<file path="config.mk">
export PLATFORM = sky130hd
export DESIGN_NAME = cmp_pulse_timer
export DESIGN_NICKNAME = d
export VERILOG_FILES = /design/src/rtl/cpt_pkg.sv /design/src/rtl/cpt_counter.sv /design/src/rtl/cpt_cmp_chan.sv /design/src/rtl/cpt_flag_fsm.sv /design/src/rtl/cmp_pulse_timer.sv
export SDC_FILE = /design/constraint.sdc
export NUM_CORES = 1
export LEC_CHECK = 0
export BUFFER_PORTS_ARGS = -buffer_cell sky130_fd_sc_hd__buf_2
export CAP_MARGIN = 20
export CORE_MARGIN = 5
export CORE_UTILIZATION = 56
export CTS_CLUSTER_SIZE = 16
export DETAILED_ROUTE_END_ITERATION = 10
export PLACE_DENSITY = 0.77
export SLEW_MARGIN = 10
export SYNTH_ARGS = -nofsm -noshare
export SYNTH_HDL_FRONTEND = slang
export SYNTH_HIERARCHICAL = 1
export SYNTH_SLANG_ARGS = --single-unit
</file>
<file path="constraint.sdc">
create_clock -name clk -period 2.05 [get_ports clk]
set_input_delay 0.205 -clock clk [delete_from_list [all_inputs] [get_ports clk]]
set_output_delay 0.205 -clock clk [all_outputs]
set_load 0.01 [all_outputs]
</file>
<file path="src/rtl/cpt_pkg.sv">
package cpt_pkg;
    typedef enum logic {
        FLAG_LOW  = 1'b0,
        FLAG_HIGH = 1'b1
    } flag_state_e;

    localparam int unsigned ADDR_W = 3;
    localparam logic [ADDR_W-1:0] A_CTRL = 3'd0;
    localparam logic [ADDR_W-1:0] A_SET  = 3'd1;
    localparam logic [ADDR_W-1:0] A_CLR  = 3'd2;
    localparam logic [ADDR_W-1:0] A_STEP = 3'd3;
    localparam logic [ADDR_W-1:0] A_FLAG = 3'd4;

    localparam int unsigned CTRL_RUN  = 0;
    localparam int unsigned CTRL_AUTO = 1;
    localparam int unsigned CTRL_IRQ  = 2;

    localparam int unsigned NUM_CMP = 2;
    localparam int unsigned CMP_SET = 0;
    localparam int unsigned CMP_CLR = 1;
endpackage

</file>
<file path="src/rtl/cpt_counter.sv">
module cpt_counter #(
    parameter int unsigned W = 16
) (
    input  logic         clk,
    input  logic         rst_n,
    input  logic         run,
    output logic [W-1:0] cnt
);
    always_ff @(posedge clk) begin
        if (!rst_n) begin
            cnt <= '0;
        end else if (run) begin
            cnt <= cnt + 1'b1;
        end
    end

    AST_HOLD_WHEN_STOPPED: assert property (@(posedge clk) disable iff (!rst_n)
        !run |=> $stable(cnt));
    AST_STEP_BY_ONE: assert property (@(posedge clk) disable iff (!rst_n)
        run |=> (cnt == W'($past(cnt) + 1'b1)));
endmodule

</file>
<file path="src/rtl/cpt_cmp_chan.sv">
module cpt_cmp_chan #(
    parameter int unsigned   W    = 16,
    parameter logic [W-1:0]  INIT = '0
) (
    input  logic         clk,
    input  logic         rst_n,
    input  logic         run,
    input  logic [W-1:0] cnt,
    input  logic [W-1:0] step,
    input  logic         load,
    input  logic [W-1:0] load_val,
    output logic         hit
);
    logic [W-1:0] cmp_q;

    assign hit = run && (cnt == cmp_q);

    always_ff @(posedge clk) begin
        if (!rst_n) begin
            cmp_q <= INIT;
        end else if (load) begin
            cmp_q <= load_val;
        end else if (hit) begin
            cmp_q <= cmp_q + step;
        end
    end

    AST_CMP_ADVANCE: assert property (@(posedge clk) disable iff (!rst_n)
        (hit && !load) |=> (cmp_q == W'($past(cmp_q) + $past(step))));
    AST_LOAD_WINS: assert property (@(posedge clk) disable iff (!rst_n)
        load |=> (cmp_q == $past(load_val)));
endmodule

</file>
<file path="src/rtl/cpt_flag_fsm.sv">
module cpt_flag_fsm
    import cpt_pkg::*;
(
    input  logic clk,
    input  logic rst_n,
    input  logic set_hit,
    input  logic clr_hit,
    input  logic sw_clr,
    output logic flag
);
    flag_state_e state_q, state_d;

    always_comb begin
        state_d = state_q;
        unique case (state_q)
            FLAG_LOW: begin
                if (set_hit) state_d = FLAG_HIGH;             // ARM
            end
            FLAG_HIGH: begin
                if (set_hit)                 state_d = FLAG_HIGH; // set wins
                else if (clr_hit || sw_clr)  state_d = FLAG_LOW;  // DISARM
            end
            default: state_d = FLAG_LOW;
        endcase
    end

    always_ff @(posedge clk) begin
        if (!rst_n) state_q <= FLAG_LOW;
        else        state_q <= state_d;
    end

    always_comb begin
        flag = (state_q == FLAG_HIGH);
    end

    AST_SET_WINS: assert property (@(posedge clk) disable iff (!rst_n)
        set_hit |=> flag);
    AST_LEVEL_HOLD: assert property (@(posedge clk) disable iff (!rst_n)
        (flag && !clr_hit && !sw_clr) |=> flag);
    AST_RISE_CAUSE: assert property (@(posedge clk) disable iff (!rst_n)
        $rose(flag) |-> $past(set_hit));
endmodule

</file>
<file path="src/rtl/cmp_pulse_timer.sv">
module cmp_pulse_timer
    import cpt_pkg::*;
#(
    parameter int unsigned W         = 16,
    parameter int unsigned INIT_SET  = 10,
    parameter int unsigned INIT_CLR  = 15,
    parameter int unsigned INIT_STEP = 10
) (
    input  logic              clk,
    input  logic              rst_n,
    input  logic              wr_en,
    input  logic [ADDR_W-1:0] wr_addr,
    input  logic [W-1:0]      wr_data,
    output logic              trig_o,
    output logic              irq_o
);
    localparam logic [W-1:0] SET_V  = W'(INIT_SET);
    localparam logic [W-1:0] CLR_V  = W'(INIT_CLR);
    localparam logic [W-1:0] STEP_V = W'(INIT_STEP);

    logic               run_q, auto_q, irq_en_q;
    logic [W-1:0]       step_q;
    logic [W-1:0]       cnt;
    logic [NUM_CMP-1:0] hit;
    logic [NUM_CMP-1:0] load;
    logic               sw_clr;
    logic               flag;

    // control and step registers
    always_ff @(posedge clk) begin
        if (!rst_n) begin
            run_q    <= 1'b0;
            auto_q   <= 1'b0;
            irq_en_q <= 1'b0;
            step_q   <= STEP_V;
        end else if (wr_en) begin
            if (wr_addr == A_CTRL) begin
                run_q    <= wr_data[CTRL_RUN];
                auto_q   <= wr_data[CTRL_AUTO];
                irq_en_q <= wr_data[CTRL_IRQ];
            end
            if (wr_addr == A_STEP) step_q <= wr_data;
        end
    end

    assign load[CMP_SET] = wr_en && (wr_addr == A_SET);
    assign load[CMP_CLR] = wr_en && (wr_addr == A_CLR);
    assign sw_clr        = wr_en && (wr_addr == A_FLAG) && wr_data[0];

    cpt_counter #(.W(W)) u_cnt (
        .clk   (clk),
        .rst_n (rst_n),
        .run   (run_q),
        .cnt   (cnt)
    );

    for (genvar g = 0; g < NUM_CMP; g++) begin : g_chan
        localparam logic [W-1:0] INIT_G = (g == CMP_SET) ? SET_V : CLR_V;
        cpt_cmp_chan #(.W(W), .INIT(INIT_G)) u_chan (
            .clk      (clk),
            .rst_n    (rst_n),
            .run      (run_q),
            .cnt      (cnt),
            .step     (step_q),
            .load     (load[g]),
            .load_val (wr_data),
            .hit      (hit[g])
        );
    end

    cpt_flag_fsm u_fsm (
        .clk     (clk),
        .rst_n   (rst_n),
        .set_hit (hit[CMP_SET]),
        .clr_hit (hit[CMP_CLR] && auto_q),
        .sw_clr  (sw_clr),
        .flag    (flag)
    );

    assign trig_o = flag;
    assign irq_o  = flag && irq_en_q;

    AST_IRQ_GATED: assert property (@(posedge clk) disable iff (!rst_n)
        irq_o |-> trig_o);
    AST_NO_MATCH_STOPPED: assert property (@(posedge clk) disable iff (!rst_n)
        !run_q |-> (hit == '0));
endmodule

</file>
### Word-level counts from Yosys, hierarchy flattened

Cells that the tools add are included.

* register bits: 68
* word-level logic and storage cells: 40

* add/subtract/negate cells: 3
* equal/unequal tests: 6
* multiplexer cells: 8
* bitwise operators: 1
* reduce and logical (&&, ||, !) cells: 14

Operators by type and width (number)
* $mux W16: 4
* $add A16 B16 Y16: 2
* $eq A16 B16 Y1: 2
* $add A16 B1 Y16 const B: 1
* $logic_and A1 B1 Y1: 8
* $eq A3 B2 Y1 const B: 2
* $reduce_and A2 Y1: 2
* $reduce_bool A2 Y1: 2
* $eq A3 B1 Y1 const B: 1
* $eq A3 B3 Y1 const B: 1
* $logic_not A3 Y1: 1
* $mux W1: 3
* $pmux W1 S2: 1
* $logic_or A1 B1 Y1: 1
* $not A1 Y1: 1

### Logic depth before layout (Yosys ltp)

* depth in word-level cells: 7
* depth in mapped cells: 9
* depth with buffers taken out: 9

### By module

Netlist, hierarchy kept.

Modules (own cells, without submodules)
* cpt_cmp_chan (g_chan[1].u_chan): times used 1, cells each 214, area each 1711.6 µm², sequential area each 320.3 µm²
* cpt_cmp_chan (g_chan[0].u_chan): times used 1, cells each 215, area each 1705.4 µm², sequential area each 320.3 µm²
* cmp_pulse_timer: times used 1, cells each 88, area each 822.0 µm², sequential area each 380.4 µm²
* cpt_counter: times used 1, cells each 83, area each 744.5 µm², sequential area each 320.3 µm²
* cpt_flag_fsm: times used 1, cells each 4, area each 40.0 µm², sequential area each 20.0 µm²

### Worst setup path before layout

Ideal clock, no wire load.

* path kind: reg2reg
* start point: register step_q[0]
* end point: register g_chan[0].u_chan.cmp_q[12]
* library setup time: 0.129 ns
* data arrival time: 2.104 ns
* data required time: 1.921 ns
* slack: -0.183 ns
* cell stages (with the launch flop): 10
* cell sequence: dfxtp_1 -> ha_1 -> fa_1 -> a21oi_1 -> o21ai_0 -> a21oi_1 -> o21ai_0 -> or3_1 -> a22oi_2 -> a21oi_2

* longest elaborated chain between the ends: 3

Ends and longest elaborated chain
* start: declaration: RTL line cmp_pulse_timer.sv:22 `logic [W-1:0] step_q;`
* start signal: assignment: RTL line cmp_pulse_timer.sv:42 `if (wr_addr == A_STEP) step_q <= wr_data;`
* $add A16 B16 Y16: RTL line cpt_cmp_chan.sv:24 `cmp_q <= cmp_q + step;`
* $mux W16: RTL line cpt_cmp_chan.sv:23 `end else if (hit) begin`
* $mux W16: RTL line cpt_cmp_chan.sv:21 `end else if (load) begin`
* end signal: assignment: RTL line cpt_cmp_chan.sv:22 `cmp_q <= load_val;`
* end signal: assignment: RTL line cpt_cmp_chan.sv:24
* end: declaration: RTL line cpt_cmp_chan.sv:14 `logic [W-1:0] cmp_q;`

Every way passes these cells. The select of a mux whose other input is x is not followed.
A chain may end at the register's enable or synchronous reset.

### Final worst setup path

Ends and elaborated chain as after synthesis.

==> impl_results.md <==
- Gp weighted congestion: 0.981
- Sequential cell area fraction in the yosys report: 0.271
- Sink Count: 68
- GRT Residual Overflow: 0
- Fin area: 6480 um2
- Antenna violations before repair: 0
- Die Wd: 105 um
- Setup crit end: g_chan[0].u_chan/cmp_q[12]
- Count leader, synth: nand2_1
- Post-Syn Area per Cell: around 8.3 um2
- Period utilization: 1.05
- Crit Path Max Fanout: 3
- Vias: approximately 5.1k
- Worst slew pin tran: 0.745 ns
- Hold slack final: 0.129 ns
- Most used cell, CP: a21oi_2
- Setup crit start: step_q[0]
- Crit-path leading delay family: compound AO/OA/AOI/OAI gates
- Synth area leaders: dfxtp_1, ha_1, nand2_1
- Power Dens Cells: 479 nW/um2
- RSZ-0062 raised after global routing: true
- Synthesis-stage register bit count: 68
- Synth Instances: around 600
- First-pass GRT wire length: 24800 um
- Vias/cell: 6.37
- Worst path slowest cell: fa_2
- Netlist cell types: 74
- Fin. max-slew vios: 0
- Final Hold Violating Endpoints: 0
- Tmin final: 2.14 ns
- Post-synth EDFFs: 0
- Ant. Diodes: 0
- I/O Buffers: 23
- Final #Nets: 743
- Drt drc: 0
- Setup WS pre-CTS: -0.102 ns
- Setup CP Type: reg -> reg
- DRT antenna net count: 0
- Largest net degree at the start of global routing: 32
- Deepest clock path buffer count: 2
- Startpoint Class: register
- Slew headroom: 0.502
- CTS root buf: clkbuf_8
- CTS Buf Count: 9
- Vias in the first global route: 4912
- Crit path cell chain: ha_2, fa_2, a21oi_4, o21ai_2, a21oi_2, o21ai_1, or3_1, a22oi_2, a21oi_2
- Area Growth Syn to Fin: 28.9%
- Max cap viols: 0
- Register-to-register setup slack: -0.09 ns
- Drt total wl: 16500 um
- Status: complete, but fails checks
- Reg clk slew, reported paths: 0.08 ns
- Maximum VDD drop: 0.000487 V
- Initial drt markers: 457
- Util after Layout: 0.743
- WP data arrival: 2.38 ns
- Synthesized cell area: 5020 um2
- Ys Warns: 6
- P_leak: 2.72 nW
- Reg2reg start: step_q[0]
- FFs w/ async S/R, synth: 0
- Fill count: 641
- Rows: 34
- Total die area: 11000 um2
- Die Y-Extent: 105 um
- Core Area: 8720 um2
- Final setup margin: -0.0949 ns
- R2R Path End: g_chan[0].u_chan/cmp_q[12]
- Crit path depth: 9
- CP endpoint kind: register
- Tot GR Track Use: 0.281
- DP Area: approximately 5700 um2
- Routed wire per std cell: 20.6 um
- CTS HTree Levels: 3
- Initial core utilization: 0.576
- Buffers plus inverters on the worst setup path: 0
- DR pass1 iterations: 5
- Largest area contributor in the netlist: dfxtp_1
- CP peak stage delay: 0.38 ns
- Hold crit path type: in -> reg
- Post-synth top cells: nand2_1, dfxtp_1, xnor2_1, a21oi_1, o21ai_0
- CP required: 2.28 ns
- DP HPWL: around 12000 um
- Clock skew: between 0.015 and 0.02 ns
- Hold buffers post-CTS: 0
- Endpoints failing setup: 13
- Clock latency at the later pin of the worst-skew pair: ~0.36 ns
- FMAX: 0.466 GHz
- TritonCTS clock tree: done
- Register-to-Register Path Depth: 9
- Failing checks: negative setup slack
- Share of cells above drive strength 1: 0.336
- Ys flop type: dfxtp_1
- Total Power: 3.10 mW
- Syn_nets: 659
- Top cell type's share of synthesized area: 0.271
- Num ports: 24
==> layout make-up <==
class / count / area [um2] / share of cell area
clock buffers: 11 / 141 / 0.0218
clock inverters: 5 / 83.8 / 0.0129
inverters: 14 / 52.6 / 0.00811
multi-input cells: 496 / 3850 / 0.595
flip-flops and latches: 68 / 1440 / 0.222
well taps: 108 / 135 / 0.0209
repair buffers: 99 / 773 / 0.119
==> worst min path at each step <==
stage                                            to  depth (start not counted)         from  slack [ns]
after floorplan                          u_fsm/flag                          2        rst_n        0.33
after global placement                       auto_q                          2       auto_q        0.44
after detailed placement                     auto_q                          2       auto_q        0.45
after CTS                 g_chan[0].u_chan/cmp_q[9]                          2   wr_data[9]        0.12
after global routing                     step_q[15]                          3  wr_data[15]        0.13
final                                     step_q[4]                          3   wr_data[4]        0.13
==> flip-flops by register name, summed over array words and instances (netlist names) <==
register	count
auto_q	1
g_chan.u_chan/cmp_q	32
irq_en_q	1
run_q	1
step_q	16
u_cnt/cnt	16
u_fsm/flag	1
==> worst register-to-register path, delay by kind of cell (launching register included) <==
kind                     cells  cell delay, ns
AO/OA/AOI/OAI                6            0.74
adder cells (fa/ha/maj)      2            0.59
flip-flops                   1            0.35
AND/OR/NAND/NOR              1            0.34
==> power by group <==
group / internal (mW) / switching [mW]
Clock: 0.723 / 0.560
Sequential: 1.34 / 0.0470
Combinational: 0.192 / 0.238
Total: 2.25 / 0.845
==> kinds of logic after synthesis <==
kind of cell,count (synthesis),share of synthesized area
xor gates and xnor gates,63,0.111
DFF,68,0.271
AOI/OAI and AO/OA,144,0.194
muxes,30,0.0600
adders and majority gates,33,0.0852
buffers and inverters,40,0.0384
and+or+nand+nor,226,0.240
==> metrics by stage <==
| step | instances | setup TNS [ns] |
|---|---|---|
| after global routing | 801 | -2.03 |
| after global placement | 774 | -0.159 |
| after CTS | 796 | -0.329 |
| after detailed placement | 774 | -0.888 |
| final | 801 | -0.514 |
| after floorplan | 604 | 0 |
==> layer usage <==
| metal | up-vias | track usage | wire [um] | share of wire |
|---|---|---|---|---|
| met4 | 0 | 0.0895 | 698 | 0.042 |
| li1 | 2377 | - | - | - |
| met1 | 2458 | 0.354 | 6840 | 0.42 |
| met2 | 212 | 0.485 | 7860 | 0.48 |
| met5 | - | 0 | 0 | 0 |
| met3 | 53 | 0.0518 | 1070 | 0.065 |
==> cells in the final DEF (no fill, tap or decap), drive strengths merged, types with 6 or more instances in the layout <==
cell | netlist | layout
and3 | 11 | 11
a31oi | 13 | 13
o21ai | 35 | 35
nor4 | 11 | 11
nor3 | 7 | 7
nand2 | 89 | 89
clkbuf | 19 | 12
xor2 | 26 | 26
a21o | 12 | 12
nand4 | 14 | 14
nor2 | 28 | 28
nand2b | 8 | 8
o211ai | 6 | 6
buf | 7 | 98
and2 | 7 | 7
nor2b | 9 | 9
dfxtp | 68 | 68
nand3 | 14 | 14
mux2i | 29 | 29
xnor2 | 37 | 37
inv | 14 | 15
ha | 31 | 31
a21oi | 36 | 36
==> what timing repair did <==
| action | in CTS | in global routing |
|---|---|---|
| cloned | 1 | 1 |
| resized for setup | 43 | 66 |
| endpoints found under the setup margin | 24 | 28 |
| pin swaps | 18 | 33 |
| setup buffers | 5 | 4 |
Power figures use the tool's default switching activity.
